## src/rtl/gpio_eirq_pkg.sv

```systemverilog
package gpio_eirq_pkg;

    localparam int unsigned BYTE_W = 8;

    typedef enum logic [2:0] {
        KIND_NONE = 3'd0,
        KIND_STAT = 3'd1,
        KIND_MASK = 3'd2,
        KIND_EDGE = 3'd3,
        KIND_CTRL = 3'd4
    } reg_kind_t;

    // bit 0 excl_en, bit 1 pend_dis, bit 2 clr_on_rd
    typedef struct packed {
        logic clr_on_rd;
        logic pend_dis;
        logic excl_en;
    } irq_ctrl_t;

    typedef struct packed {
        reg_kind_t kind;
        logic [7:0] offset;
    } reg_sel_t;

    function automatic int stat_bytes(int pins);
        return (pins + 7) / 8;
    endfunction

    function automatic int edge_bytes(int pins);
        return (pins + 3) / 4;
    endfunction

    function automatic reg_sel_t classify(int a, int pins);
        reg_sel_t s;
        int sb;
        int eb;
        sb = stat_bytes(pins);
        eb = edge_bytes(pins);
        s.kind = KIND_NONE;
        s.offset = '0;
        if (a < sb) begin
            s.kind = KIND_STAT;
            s.offset = 8'(a);
        end else if (a < 2 * sb) begin
            s.kind = KIND_MASK;
            s.offset = 8'(a - sb);
        end else if (a < 2 * sb + eb) begin
            s.kind = KIND_EDGE;
            s.offset = 8'(a - 2 * sb);
        end else if (a == 2 * sb + eb) begin
            s.kind = KIND_CTRL;
        end
        return s;
    endfunction

endpackage

```

## src/rtl/gpio_eirq_edge.sv

```systemverilog
module gpio_eirq_edge #(
    parameter int unsigned NUM_PINS = 18
) (
    input  logic                clk_i,
    input  logic                rst_i,
    input  logic [NUM_PINS-1:0] pins_i,
    output logic [NUM_PINS-1:0] rise_o,
    output logic [NUM_PINS-1:0] fall_o
);

    logic [NUM_PINS-1:0] prev_q;

    // During reset the history follows the pins, so release brings no edge
    always_ff @(posedge clk_i) begin
        prev_q <= pins_i;
    end

    for (genvar n = 0; n < NUM_PINS; n++) begin : g_pin
        assign rise_o[n] = pins_i[n] & ~prev_q[n];
        assign fall_o[n] = ~pins_i[n] & prev_q[n];
    end

    // Interface check only: reset is unused here on purpose
    logic unused_rst;
    assign unused_rst = rst_i;

endmodule

```

## src/rtl/gpio_eirq_status.sv

```systemverilog
module gpio_eirq_status #(
    parameter int unsigned NUM_PINS = 18
) (
    input  logic                clk_i,
    input  logic                rst_i,
    input  logic [NUM_PINS-1:0] rise_i,
    input  logic [NUM_PINS-1:0] fall_i,
    input  logic [NUM_PINS-1:0] rise_en_i,
    input  logic [NUM_PINS-1:0] fall_en_i,
    input  logic [NUM_PINS-1:0] mask_i,
    input  logic                pend_dis_i,
    input  logic [NUM_PINS-1:0] clr_i,
    output logic [NUM_PINS-1:0] status_o
);

    logic [NUM_PINS-1:0] status_q;
    logic [NUM_PINS-1:0] hit;
    logic [NUM_PINS-1:0] drop;
    logic [NUM_PINS-1:0] record;
    logic [NUM_PINS-1:0] status_d;

    for (genvar n = 0; n < NUM_PINS; n++) begin : g_bit
        assign hit[n]      = (rise_i[n] & rise_en_i[n]) | (fall_i[n] & fall_en_i[n]);
        assign drop[n]     = pend_dis_i & mask_i[n];
        assign record[n]   = hit[n] & ~drop[n];
        // a fresh edge beats a clear in the same cycle
        assign status_d[n] = record[n] | (status_q[n] & ~clr_i[n]);
    end

    always_ff @(posedge clk_i) begin
        if (rst_i) begin
            status_q <= '0;
        end else begin
            status_q <= status_d;
        end
    end

    assign status_o = status_q;

    assert_w1c_R4: assert property (@(posedge clk_i) disable iff (rst_i)
        1'b1 |=> ((status_q & $past(clr_i & ~((rise_i & rise_en_i) | (fall_i & fall_en_i)))) == '0));

    assert_hold_R4: assert property (@(posedge clk_i) disable iff (rst_i)
        (clr_i == '0 && ((rise_i & rise_en_i) | (fall_i & fall_en_i)) == '0) |=> $stable(status_q));

    assert_edge_wins_R8: assert property (@(posedge clk_i) disable iff (rst_i)
        1'b1 |=> ((status_q & $past(rise_i & rise_en_i & ~mask_i)) == $past(rise_i & rise_en_i & ~mask_i)));

    assert_pend_dis_R7: assert property (@(posedge clk_i) disable iff (rst_i)
        pend_dis_i |=> ((status_q & ~$past(status_q) & $past(mask_i)) == '0));

endmodule

```

## src/rtl/gpio_eirq_regs.sv

```systemverilog
module gpio_eirq_regs
    import gpio_eirq_pkg::*;
#(
    parameter int unsigned NUM_PINS = 18,
    parameter int unsigned ADDR_W   = 4
) (
    input  logic                clk_i,
    input  logic                rst_i,
    input  logic                wr_i,
    input  logic                rd_i,
    input  logic [ADDR_W-1:0]   addr_i,
    input  logic [7:0]          wdata_i,
    input  logic [NUM_PINS-1:0] status_i,
    output logic [7:0]          rdata_o,
    output logic [NUM_PINS-1:0] mask_o,
    output logic [NUM_PINS-1:0] rise_en_o,
    output logic [NUM_PINS-1:0] fall_en_o,
    output logic [NUM_PINS-1:0] clr_o,
    output irq_ctrl_t           ctrl_o
);

    localparam int SB       = stat_bytes(NUM_PINS);
    localparam int EB       = edge_bytes(NUM_PINS);
    localparam int STAT_PAD = SB * 8;
    localparam int EDGE_PAD = EB * 8;
    localparam int LAST_A   = 2 * SB + EB;

    logic [NUM_PINS-1:0] mask_q, mask_d;
    logic [NUM_PINS-1:0] rise_q, rise_d;
    logic [NUM_PINS-1:0] fall_q, fall_d;
    irq_ctrl_t           ctrl_q, ctrl_d;
    logic [7:0]          rdata_q, rd_mux;
    logic [STAT_PAD-1:0] stat_pad, mask_pad;
    logic [EDGE_PAD-1:0] edge_pad;
    reg_sel_t            sel;
    int                  addr_int;

    assign addr_int = int'(addr_i);
    assign sel      = classify(addr_int, NUM_PINS);

    // per-pin write decode, including the clear strobes for the flags
    for (genvar n = 0; n < NUM_PINS; n++) begin : g_clr
        localparam int BYTE_IX = n / 8;
        localparam int BIT_IX  = n % 8;
        assign clr_o[n] = (sel.kind == KIND_STAT) && (int'(sel.offset) == BYTE_IX) &&
                          ((wr_i && wdata_i[BIT_IX]) || (rd_i && ctrl_q.clr_on_rd));
    end

    always_comb begin
        mask_d = mask_q;
        rise_d = rise_q;
        fall_d = fall_q;
        ctrl_d = ctrl_q;
        if (wr_i) begin
            for (int n = 0; n < NUM_PINS; n++) begin
                if (sel.kind == KIND_MASK && int'(sel.offset) == n / 8) begin
                    mask_d[n] = wdata_i[n % 8];
                end
                if (sel.kind == KIND_EDGE && int'(sel.offset) == n / 4) begin
                    fall_d[n] = wdata_i[2 * (n % 4)];
                    rise_d[n] = wdata_i[2 * (n % 4) + 1];
                end
            end
            if (sel.kind == KIND_CTRL) begin
                ctrl_d = irq_ctrl_t'(wdata_i[2:0]);
            end
        end
    end

    always_ff @(posedge clk_i) begin
        if (rst_i) begin
            mask_q <= '1;
            rise_q <= '0;
            fall_q <= '0;
            ctrl_q <= '0;
        end else begin
            mask_q <= mask_d;
            rise_q <= rise_d;
            fall_q <= fall_d;
            ctrl_q <= ctrl_d;
        end
    end

    // read views with unused positions tied to zero
    always_comb begin
        stat_pad = '0;
        mask_pad = '0;
        edge_pad = '0;
        stat_pad[NUM_PINS-1:0] = status_i;
        mask_pad[NUM_PINS-1:0] = mask_q;
        for (int n = 0; n < NUM_PINS; n++) begin
            edge_pad[2 * n]     = fall_q[n];
            edge_pad[2 * n + 1] = rise_q[n];
        end
    end

    always_comb begin
        rd_mux = '0;
        unique case (sel.kind)
            KIND_STAT: rd_mux = stat_pad[int'(sel.offset) * 8 +: 8];
            KIND_MASK: rd_mux = mask_pad[int'(sel.offset) * 8 +: 8];
            KIND_EDGE: rd_mux = edge_pad[int'(sel.offset) * 8 +: 8];
            KIND_CTRL: rd_mux = {5'b0, ctrl_q};
            default:   rd_mux = '0;
        endcase
    end

    always_ff @(posedge clk_i) begin
        if (rst_i) begin
            rdata_q <= '0;
        end else begin
            rdata_q <= rd_i ? rd_mux : '0;
        end
    end

    assign rdata_o   = rdata_q;
    assign mask_o    = mask_q;
    assign rise_en_o = rise_q;
    assign fall_en_o = fall_q;
    assign ctrl_o    = ctrl_q;

    assert_mask_reset_R1: assert property (@(posedge clk_i)
        rst_i |=> (mask_q == '1 && rise_q == '0 && fall_q == '0));

    assert_unmapped_R10: assert property (@(posedge clk_i) disable iff (rst_i)
        (rd_i && addr_int > LAST_A) |=> (rdata_o == 8'h00));

    assert_idle_rdata_R10: assert property (@(posedge clk_i) disable iff (rst_i)
        !rd_i |=> (rdata_o == 8'h00));

    assert_ctrl_upper_R9: assert property (@(posedge clk_i) disable iff (rst_i)
        (rd_i && addr_int == LAST_A) |=> (rdata_o[7:3] == 5'b0));

endmodule

```

## src/rtl/gpio_eirq_top.sv

```systemverilog
module gpio_eirq_top
    import gpio_eirq_pkg::*;
#(
    parameter int unsigned NUM_PINS = 18,
    parameter int unsigned ADDR_W   = 4
) (
    input  logic                clk_i,
    input  logic                rst_i,
    input  logic [NUM_PINS-1:0] pins_i,
    input  logic                wr_en_i,
    input  logic                rd_en_i,
    input  logic [ADDR_W-1:0]   addr_i,
    input  logic [7:0]          wdata_i,
    output logic [7:0]          rdata_o,
    output logic                irq_o
);

    logic [NUM_PINS-1:0] rise, fall;
    logic [NUM_PINS-1:0] rise_en, fall_en;
    logic [NUM_PINS-1:0] mask, clr, status;
    irq_ctrl_t           ctrl;

    gpio_eirq_edge #(.NUM_PINS(NUM_PINS)) u_edge (
        .clk_i  (clk_i),
        .rst_i  (rst_i),
        .pins_i (pins_i),
        .rise_o (rise),
        .fall_o (fall)
    );

    gpio_eirq_regs #(.NUM_PINS(NUM_PINS), .ADDR_W(ADDR_W)) u_regs (
        .clk_i     (clk_i),
        .rst_i     (rst_i),
        .wr_i      (wr_en_i),
        .rd_i      (rd_en_i),
        .addr_i    (addr_i),
        .wdata_i   (wdata_i),
        .status_i  (status),
        .rdata_o   (rdata_o),
        .mask_o    (mask),
        .rise_en_o (rise_en),
        .fall_en_o (fall_en),
        .clr_o     (clr),
        .ctrl_o    (ctrl)
    );

    gpio_eirq_status #(.NUM_PINS(NUM_PINS)) u_status (
        .clk_i      (clk_i),
        .rst_i      (rst_i),
        .rise_i     (rise),
        .fall_i     (fall),
        .rise_en_i  (rise_en),
        .fall_en_i  (fall_en),
        .mask_i     (mask),
        .pend_dis_i (ctrl.pend_dis),
        .clr_i      (clr),
        .status_o   (status)
    );

    assign irq_o = |(status & ~mask);

    assert_all_blocked_R5: assert property (@(posedge clk_i) disable iff (rst_i)
        (mask == '1) |-> !irq_o);

    assert_level_hold_R5: assert property (@(posedge clk_i) disable iff (rst_i)
        (irq_o && clr == '0 && !wr_en_i) |=> irq_o);

endmodule

```

## config.mk

```make
export PLATFORM = sky130hd
export DESIGN_NAME = gpio_eirq_top
export DESIGN_NICKNAME = d
export VERILOG_FILES = /design/src/rtl/gpio_eirq_pkg.sv /design/src/rtl/gpio_eirq_edge.sv /design/src/rtl/gpio_eirq_status.sv /design/src/rtl/gpio_eirq_regs.sv /design/src/rtl/gpio_eirq_top.sv
export SDC_FILE = /design/constraint.sdc
export NUM_CORES = 1
export LEC_CHECK = 0
export BUFFER_PORTS_ARGS = -buffer_cell sky130_fd_sc_hd__buf_4
export CORE_MARGIN = 2
export CORE_UTILIZATION = 45
export CTS_BUF_LIST = sky130_fd_sc_hd__clkbuf_8 sky130_fd_sc_hd__clkbuf_16
export DETAILED_ROUTE_END_ITERATION = 8
export PLACE_DENSITY = 0.74
export SYNTH_ARGS = -nofsm -noshare
export SYNTH_HDL_FRONTEND = slang
export SYNTH_SLANG_ARGS = --single-unit
```

## constraint.sdc

```tcl
create_clock -name clk_i -period 2.53 [get_ports clk_i]
set_clock_uncertainty 0.05 [all_clocks]
set_input_delay 0.1265 -clock clk_i [delete_from_list [all_inputs] [get_ports clk_i]]
set_output_delay 0.1265 -clock clk_i [all_outputs]
set_load 0.02 [all_outputs]
```

==> impl_metrics.py, run 1 <==
metrics = {
    "final_layout": {
        "syn_to_final_growth_pct": 23.50,
        "final_common_cell": "dfxtp_1",
        "final_nets": 673,
        "multi_input_area_um2": 2524,
        "diodes": 0,
        "mostFrequentLayoutCells": "dfxtp_1, nand2_1, buf_4",
        "seq_area_um2": 2022,
        "drive_gt1_frac": 0.1721,
        "num-fill-cells": 934,
    },
    "power_and_ir_drop": {
        "comb_power_share": 0.159,
        "pwr-share-seq": 0.503,
        "p_int_w": 0.002423,
        "power_leakage_nw": 2.163,
        "swShare": 0.2575,
        "power_switching_w": 0.0008404,
        "p_clk_frac": 0.338,
        "powerDensity_nw_per_um2": 552.6,
        "ir_drop_mv": 0.3792,
    },
    "drt": {
        "postRouteAntennaNets": 0,
        "drtIter0Drc": 373,
        "route.detailed.drc": 0,
        "drt-vias-per-instance": 5.885,
        "vias": 4561,
        "dr.pass1.iters": 9,
        "post_drt_wl_per_cell_um": 18.40,
        "drt-total-wl_um": 14260,
    },
    "sta": {
        "period_share": 0.9044,
        "fin_crit_ns": 2.288,
        "setup_ws_ns": 0.2419,
        "rsz0062_at_grt": "false",
        "finalSetupViolCount": 0,
        "worst_pin_slew_ns": 0.7989,
        "finalHoldViolCount": 0,
        "final.setup.tns_ns": 0,
        "slew_viol_final": 0,
        "clock.fmax_mhz": 437.0,
        "relSlewSlack": 0.4666,
    },
    "run_status": {
        "status": "finished clean",
    },
    "logic_synthesis": {
        "yosysSeqAreaShare": 0.4228,
        "synthArstFlopShare": 0,
        "syn_avg_cell_area_um2": 8.585,
        "synth_nets": 595,
        "ys.flop_type": "dfxtp_1",
        "synth_edf_count": 0,
        "synth_cell_type_count": 50,
        "syn_inst": 557,
        "syn_area_um2": 4782,
        "ys_ff_latch": 101,
        "ys_warn_count": 0,
    },
    "floorplan": {
        "die_area_um2": 11470,
        "die_h_um": 107.1,
        "io_pins": 43,
        "placementRows": 37,
        "start_util": 0.4632,
        "coreArea_um2": 10320,
        "die_w_um": 107.1,
    },
    "grt": {
        "grt_use_total": 0.2574,
        "first_global_vias": 4414,
        "grtUsageMet2": 0.4155,
        "top_usage_layer": "met2",
        "grt_util_met3": 0.04255,
        "met1_usage": 0.3313,
        "grt_first_pass_wirelength_um": 22740,
        "grt_max_degree": 50,
        "gr-total-overflow": 0,
        "antenna_found_initial": 0,
    },
    "placed_design": {
        "dp_hpwl_um": 10390,
        "place_congestion": 0.9225,
        "post-place-ws_ns": -0.1067,
        "port_buffers": 42,
    },
    "critical_path": {
        "reg2reg_setup_slack_ns": 1.02,
        "crit_path_end_kind": "register",
        "cp-start-kind": "input port",
        "worstPathMaxFanout": 8,
        "worstPathRequired_ns": 2.77,
        "path_class": "input port to register",
        "r2r_start": "u_regs.ctrl_o[2]",
        "cp-startpoint": "addr_i[2]",
        "critical_path_arrival_ns": 2.53,
    },
    "clock_network": {
        "insertion_delay_ns": 0.36,
        "root_buffer": "clkbuf_8",
        "cts_resized": 0,
        "cts_tree": "done",
        "clkTransAtPathRegs_ns": 0.09,
        "clk_path_buf_depth": 2,
        "clock_sinks": 101,
        "cts_setup_buffers": 0,
        "cts_buffers": 9,
        "cts_hold_buf": 18,
        "htreeDepth": 3,
    },
    "flow_run": {
        "cap_violations": 0,
    },
    "hold_path": {
        "min_from": "wdata_i[7]",
        "hp-class": "input port to register",
    },
}
==> final cells by class <==
cell class | count | share of cell area
clock buffer | 10 | 0.02331
timing repair buffer | 102 | 0.1500
inverter | 24 | 0.01525
multi-input combinational | 397 | 0.4273
clock inverter | 5 | 0.01292
tap | 136 | 0.02881
sequential | 101 | 0.3424
==> cell families (layout without fill, tap and decap cells) <==
logic type	count (synthesis)	in the layout	synth area share
compound gates	127	127	0.1792
simple gates	197	197	0.1920
flops	101	101	0.4228
mux	69	69	0.1444
buf+inv	59	141	0.05102
fa+ha+maj	4	4	0.01047
==> power by group through the flow <==
stage	clock (W)	sequential (W)	combinational, W
detailed placement	0	0.00168	0.000488
finish	0.00110	0.00164	0.000519
global placement	0	0.00168	0.000481
floorplan	0	0.00168	0.000268
global route	0.00118	0.00165	0.000554
CTS	0.00112	0.00164	0.000512
==> path summary, 6_finish.rpt <==
check                                        endpoint  cells after the start
worst max-delay path                 u_regs.mask_o[7]                     10
worst max register to register  u_status.status_o[16]                      4
worst min register to register      u_regs.rdata_o[2]                      2
worst min-delay path             u_regs.rise_en_o[15]                      3
==> layer usage <==
metal,part of all wire,routed length (um),vias to the layer above
met5,0,0,-
met4,0.039,555,0
met3,0.071,1006,39
met2,0.47,6655,214
met1,0.42,6045,2176
li1,-,-,2132
==> critical path, cell delays in order <==
cell and delay (ns):
buf_4 0.09, ha_1 0.13, inv_1 0.04, ha_1 0.25, nand2b_1 0.17, a211oi_1 0.51
nor2_1 0.12, nor3b_1 0.30, and3_1 0.53, mux2i_1 0.27
==> synth_stat cells, types with 2 or more instances <==
cell / number / area share
a21oi_1: 30 / 0.031
a221oi_1: 3 / 0.0055
a222oi_1: 13 / 0.027
a22oi_1: 5 / 0.0079
a2bb2oi_1: 6 / 0.011
a31oi_1: 4 / 0.0052
and2_1: 4 / 0.0052
and3_1: 5 / 0.0065
buf_2: 6 / 0.0063
buf_6: 2 / 0.0047
clkbuf_1: 26 / 0.020
dfxtp_1: 101 / 0.42
ha_1: 4 / 0.010
inv_1: 24 / 0.019
mux2i_1: 69 / 0.14
nand2_1: 81 / 0.064
nand2b_1: 2 / 0.0026
nand3_1: 7 / 0.0073
nand3b_1: 3 / 0.0047
nor2_1: 70 / 0.055
nor3_1: 7 / 0.0073
nor4_4: 4 / 0.018
o211ai_1: 2 / 0.0031
o21a_1: 2 / 0.0031
o21ai_0: 22 / 0.023
o21ai_1: 2 / 0.0021
o221ai_1: 2 / 0.0037
o22ai_1: 22 / 0.029
o31ai_1: 5 / 0.0079
or3_1: 3 / 0.0039
or4_1: 2 / 0.0031
==> metrics by stage <==
step                power [W]  hold WS [ns]  utilization  std cells  instance area [um2]
CTS                  0.003276       0.01227       0.5721        775                 5906
detailed placement   0.002168        0.1995       0.5339        742                 5512
floorplan            0.001945        0.1042            -        557                 4787
global placement     0.002159        0.1974       0.5339        742                 5512
finish               0.003264       0.02341       0.5721        775                 5906
global route         0.003378       0.02277       0.5721        775                 5906
==> flip-flops by register name, summed over array words and instances, names as in the netlist <==
| register | flops |
|---|---|
| u_regs.ctrl_o | 3 |
| u_status.status_o | 18 |
| u_regs.rise_en_o | 18 |
| u_regs.mask_o | 18 |
| u_regs.fall_en_o | 18 |
| u_edge.prev_q | 18 |
| u_regs.rdata_o | 8 |
Power figures use the tool's default switching activity.
==> run 2, diff against run 1 <==
--- a/config.mk
+++ b/config.mk
@@ -8,7 +8,7 @@
 export BUFFER_PORTS_ARGS = -buffer_cell sky130_fd_sc_hd__buf_4
 export CORE_MARGIN = 2
 export CORE_UTILIZATION = 45
-export CTS_BUF_LIST = sky130_fd_sc_hd__clkbuf_8 sky130_fd_sc_hd__clkbuf_16
+export CTS_BUF_LIST = sky130_fd_sc_hd__clkbuf_16
 export DETAILED_ROUTE_END_ITERATION = 8
 export PLACE_DENSITY = 0.74
 export SYNTH_ARGS = -nofsm -noshare
==> run 2 against run 1 <==
Net effect:
- final cell count stayed put
- via count decreased by 0.24%
- flip-flop and latch count unchanged
- global-route usage up 0.51 points
- combinational power hardly changed
- wire length rose by 2.8%
- die area stayed put
==> impl_metrics.py, run 2 (same netlist as run 1, synthesis figures left out) <==
metrics = {
    "run_status": {
        "status": "finished clean",
    },
    "critical_path": {
        "critical_path_arrival_ns": 2.11,
        "cp-start-kind": "register",
        "path_class": "register to primary output",
        "crit_path_end_kind": "primary output",
        "worstPathMaxFanout": 4,
        "r2r_start": "u_regs.ctrl_o[2]",
        "worstPathRequired_ns": 2.35,
        "cp-startpoint": "u_regs.mask_o[11]",
    },
    "clock_network": {
        "insertion_delay_ns": 0.35,
        "cts_tree": "done",
        "root_buffer": "clkbuf_16",
        "htreeDepth": 3,
        "clkTransAtPathRegs_ns": 0.06,
        "clock_sinks": 101,
        "cts_buffers": 9,
        "clk_path_buf_depth": 2,
    },
    "hold_path": {
        "min_from": "wdata_i[7]",
        "hp-class": "input port to register",
    },
    "grt": {
        "gr-total-overflow": 0,
        "grt_first_pass_wirelength_um": 22980,
        "first_global_vias": 4399,
        "antenna_found_initial": 0,
        "top_usage_layer": "met2",
        "grtUsageMet2": 0.4295,
        "grt_use_total": 0.2625,
        "grt_max_degree": 50,
        "met1_usage": 0.3347,
        "grt_util_met3": 0.04377,
    },
    "sta": {
        "period_share": 0.9020,
        "relSlewSlack": 0.4418,
        "finalHoldViolCount": 0,
        "slew_viol_final": 0,
        "finalSetupViolCount": 0,
        "worst_pin_slew_ns": 0.8362,
        "rsz0062_at_grt": "false",
        "clock.fmax_mhz": 438.2,
        "fin_crit_ns": 2.282,
    },
    "final_layout": {
        "syn_to_final_growth_pct": 25.43,
        "num-fill-cells": 927,
        "mostFrequentLayoutCells": "dfxtp_1, nand2_1, buf_4",
        "drive_gt1_frac": 0.1721,
        "seq_area_um2": 2022,
        "final_common_cell": "dfxtp_1",
        "fin_util": 0.5810,
        "final_nets": 673,
        "diodes": 0,
        "multi_input_area_um2": 2525,
    },
    "drt": {
        "drt-vias-per-instance": 5.871,
        "dr.pass1.iters": 6,
        "route.detailed.drc": 0,
        "drt-total-wl_um": 14660,
        "post_drt_wl_per_cell_um": 18.91,
        "drtIter0Drc": 429,
        "postRouteAntennaNets": 0,
        "vias": 4550,
    },
    "floorplan": {
        "placementRows": 37,
        "die_h_um": 107.1,
        "io_pins": 43,
        "die_w_um": 107.1,
        "coreArea_um2": 10320,
        "start_util": 0.4632,
        "die_area_um2": 11470,
    },
    "placed_design": {
        "place_congestion": 0.9225,
        "port_buffers": 42,
        "dp_hpwl_um": 10390,
    },
    "power_and_ir_drop": {
        "power.total_w": 0.003608,
        "power_leakage_nw": 2.203,
        "ir_drop_mv": 0.3776,
        "powerDensity_nw_per_um2": 601.5,
    },
    "flow_run": {
        "cap_violations": 0,
    },
}
## run 2: changes by cell type in the layout (fill, tap and decap cells not counted), sizes merged
cell and delta:
clkbuf -1, clkinv +1
## run 2: layout make-up
type	count	share of cell area
clock buffer	9	0.03755
clock inverter	6	0.01335
inverter	24	0.01502
multi-input combinational	397	0.4209
sequential	101	0.3371
tap	136	0.02837
timing repair buffer	102	0.1477
## run 2: what timing repair did
action	4_1_cts	5_1_grt
endpoints found under the setup margin	0	1
hold buffers	18	0
resized for setup	0	1
endpoints found under the hold margin	18	0
setup buffers	0	0
## run 2: layer usage
layer	part of all wire	vias up
met3	0.070	34
met1	0.42	2158
met2	0.47	222
li1	-	2136
met4	0.035	0
met5	0	-
## run 2: power breakdown
part / internal (W) / switching (W)
Sequential: 0.00162 / 0.0000227
Clock: 0.000852 / 0.000590
Combinational: 0.000229 / 0.000293
Total: 0.00270 / 0.000905
## run 2: per-stage QoR
stage | TNS, ns | hold WS [ns] | setup WS [ns] | instance area (um2) | cells
after floorplan | 0 | 0.1042 | 0.01410 | 4787 | 557
after global placement | -0.01459 | 0.1974 | -0.007481 | 5512 | 742
after detailed placement | -0.8225 | 0.1995 | -0.1067 | 5512 | 742
after CTS | 0 | 0.03379 | 0.2454 | 5997 | 775
after global routing | 0 | 0.04796 | 0.09654 | 5998 | 775
final | 0 | 0.03959 | 0.2479 | 5998 | 775
## run 2: path summary, 6_finish.rpt
| kind | end | slack [ns] | cells after the start |
|---|---|---|---|
| max | irq_o | 0.25 | 5 |
| min reg2reg | u_regs.rdata_o[2] | 0.44 | 2 |
| max reg2reg | u_status.status_o[16] | 1.03 | 4 |
| min | u_regs.rise_en_o[15] | 0.04 | 3 |
## run 2: critical path, stage by stage (launching register included)
cell and delay (ns):
dfxtp_1 0.44, o22ai_1 0.13, a221oi_1 0.31, nand3_1 0.12, or4_1 0.57, buf_4 0.18
==> run 3, diff against run 2 <==
--- a/config.mk
+++ b/config.mk
@@ -5,12 +5,13 @@
 export SDC_FILE = /design/constraint.sdc
 export NUM_CORES = 1
 export LEC_CHECK = 0
+export ABC_AREA = 1
 export BUFFER_PORTS_ARGS = -buffer_cell sky130_fd_sc_hd__buf_4
 export CORE_MARGIN = 2
-export CORE_UTILIZATION = 45
+export CORE_UTILIZATION = 29
 export CTS_BUF_LIST = sky130_fd_sc_hd__clkbuf_16
 export DETAILED_ROUTE_END_ITERATION = 8
-export PLACE_DENSITY = 0.74
+export PLACE_DENSITY = 0.52
 export SYNTH_ARGS = -nofsm -noshare
 export SYNTH_HDL_FRONTEND = slang
 export SYNTH_SLANG_ARGS = --single-unit
==> run 3 against run 2 <==
Net effect:
- first-iteration DRC count decreased by 10%
- sequential share of layout area decreased by 1.3 points
- global-route usage decreased by 6.3 points
- final cell count increased by 34%
- final area increased by 4.0%
- die area increased by 64%
- core utilization decreased by 22 points
- fmax increased by 10%
- clock power decreased by 3%
- largest cell class unchanged
==> impl_metrics.py, run 3 <==
metrics = {
    "logic_synthesis": {
        "synthArstFlopShare": 0,
        "synthTopCellsByArea": "dfxtp_1, nand2_1, a21oi_1",
        "syn_area_um2": 5139,
        "syn_avg_cell_area_um2": 6.935,
        "synth_cell_type_count": 41,
        "yosysSeqAreaShare": 0.3935,
        "synth.top_cells.by_count": "nand2_1, dfxtp_1, inv_1",
        "ys_warn_count": 0,
        "yosysMostFrequentCell": "nand2_1",
        "ys_ff_latch": 101,
        "ys.flop_type": "dfxtp_1",
        "synth_edf_count": 0,
        "synth_top_cell_by_area": "dfxtp_1",
        "syn_inst": 741,
        "synth_nets": 779,
        "yosys.area.top_type_share": 0.3935,
    },
    "clock_network": {
        "clock_sinks": 101,
        "cts_resized": 0,
        "htreeDepth": 3,
        "root_buffer": "clkbuf_16",
        "clk_path_buf_depth": 2,
        "cts_tree": "done",
        "insertion_delay_ns": 0.36,
        "cts_buffers": 9,
        "clkTransAtPathRegs_ns": 0.07,
    },
    "hold_path": {
        "hp-class": "input port to register",
    },
    "drt": {
        "dr.pass1.iters": 5,
        "postRouteAntennaNets": 0,
        "drtIter0Drc": 384,
        "drt-vias-per-instance": 4.949,
        "route.detailed.drc": 0,
        "post_drt_wl_per_cell_um": 17.16,
        "drt-total-wl_um": 17810,
        "vias": 5137,
    },
    "critical_path": {
        "path_class": "register to primary output",
        "cp-start-kind": "register",
        "worstPathMaxFanout": 4,
        "crit_path_end_kind": "primary output",
        "critical_path_arrival_ns": 1.90,
        "worstPathRequired_ns": 2.35,
    },
    "power_and_ir_drop": {
        "power.total_w": 0.003765,
        "ir_drop_mv": 0.3539,
        "powerDensity_nw_per_um2": 603.8,
        "power_leakage_nw": 2.762,
    },
    "flow_run": {
        "cap_violations": 0,
    },
    "final_layout": {
        "mostFrequentLayoutCells": "nand2_1, dfxtp_1, inv_1",
        "fin_cells": 1038,
        "drive_gt1_frac": 0.1439,
        "syn_to_final_growth_pct": 21.35,
        "diodes": 0,
        "final_nets": 846,
        "final_common_cell": "nand2_1",
    },
    "grt": {
        "antenna_found_initial": 0,
        "grt_max_degree": 50,
        "gr-total-overflow": 0,
        "first_global_vias": 4963,
        "grt_use_total": 0.1999,
        "grt_first_pass_wirelength_um": 28060,
    },
    "sta": {
        "clock.fmax_mhz": 482.3,
        "whs_ns": 0.01711,
        "final.setup.tns_ns": 0,
        "finalSetupViolCount": 0,
        "worst_pin_slew_ns": 0.6375,
        "fin_crit_ns": 2.073,
        "slew_viol_final": 0,
        "setup_ws_ns": 0.4566,
        "relSlewSlack": 0.5705,
        "finalHoldViolCount": 0,
        "period_share": 0.8195,
        "rsz0062_at_grt": "false",
    },
    "floorplan": {
        "start_util": 0.2971,
        "placementRows": 48,
        "die_w_um": 137.1,
        "die_area_um2": 18800,
        "coreArea_um2": 17300,
        "io_pins": 43,
        "die_h_um": 137.1,
    },
    "placed_design": {
        "place_congestion": 0.8923,
        "dpl.cell_count": 1004,
        "port_buffers": 42,
        "post-place-ws_ns": 0.1787,
        "dp_hpwl_um": 13220,
    },
    "run_status": {
        "status": "finished clean",
    },
}
-- run 3: cell count changes after synthesis, sizes merged, moves of 11 or more --
cell    change
nand2     +132
mux2i      -69
inv        +60
nand3      +57
a21oi      +46
o21ai      +33
o22ai      -16
nand3b     +14
a222oi     -13
clkbuf     -13
nor2       -11
-- run 3: layer usage --
layer | track usage | vias to the layer above | wire length [um]
met3 | 0.03185 | 30 | 994
li1 | - | 2576 | -
met2 | 0.3079 | 147 | 7676
met1 | 0.2819 | 2384 | 8667
met4 | 0.06987 | 0 | 477
met5 | 0 | - | 0
-- run 3: per-stage QoR --
step | cell area (um2) | util
6_report | 6236 | 0.3605
2_1_floorplan | 5139 | -
3_5_place_dp | 5767 | 0.3334
3_3_place_gp | 5767 | 0.3334
4_1_cts | 6236 | 0.3605
5_1_grt | 6236 | 0.3605
-- run 3: worst max-delay path, cell delays in order (launching register included) --
cell and delay, ns:
dfxtp_1 0.45, o22ai_1 0.13, a2111oi_0 0.52, nand4_1 0.22
buf_4 0.22
-- run 3: what timing repair did --
action | in CTS | in global routing
setup buffers | 0 | 0
setup endpoints to repair | 0 | 0
endpoints found under the hold margin | 18 | 0
hold buffers | 18 | 0
-- run 3: power by group --
part / total (W) / switching [W] / internal [W]
clock: 0.00139 / 0.000632 / 0.000761
sequential: 0.00170 / 0.0000492 / 0.00166
combinational: 0.000668 / 0.000425 / 0.000243
total: 0.00376 / 0.00111 / 0.00266
-- run 3: path summary, 6_finish.rpt --
path | from | end | slack, ns | cells past startpoint
max | u_regs.mask_o[10] | irq_o | 0.46 | 4
min | wdata_i[6] | u_regs.fall_en_o[11] | 0.02 | 3
max reg2reg | u_regs.ctrl_o[1] | u_status.status_o[16] | 1.02 | 4
min reg2reg | u_regs.ctrl_o[0] | u_regs.rdata_o[0] | 0.42 | 2
-- run 3: cell type report --
| cell class | instances | area (um2) |
|---|---|---|
| clock inverters | 7 | 63.81 |
| well taps | 225 | 281.5 |
| repair buffers | 81 | 665.6 |
| clock buffers | 9 | 225.2 |
| multi-input cells | 531 | 2658 |
| flip-flops and latches | 101 | 2022 |
| fillers | 1890 | 11060 |
| inverters | 84 | 320.3 |
-- run 3: kinds of logic after synthesis --
kind of cell,share of synthesized area
DFF,0.3935
AOI/OAI and AO/OA,0.1743
adders and majority gates,0.009740
and+or+nand+nor,0.3331
buffers and inverters,0.08936
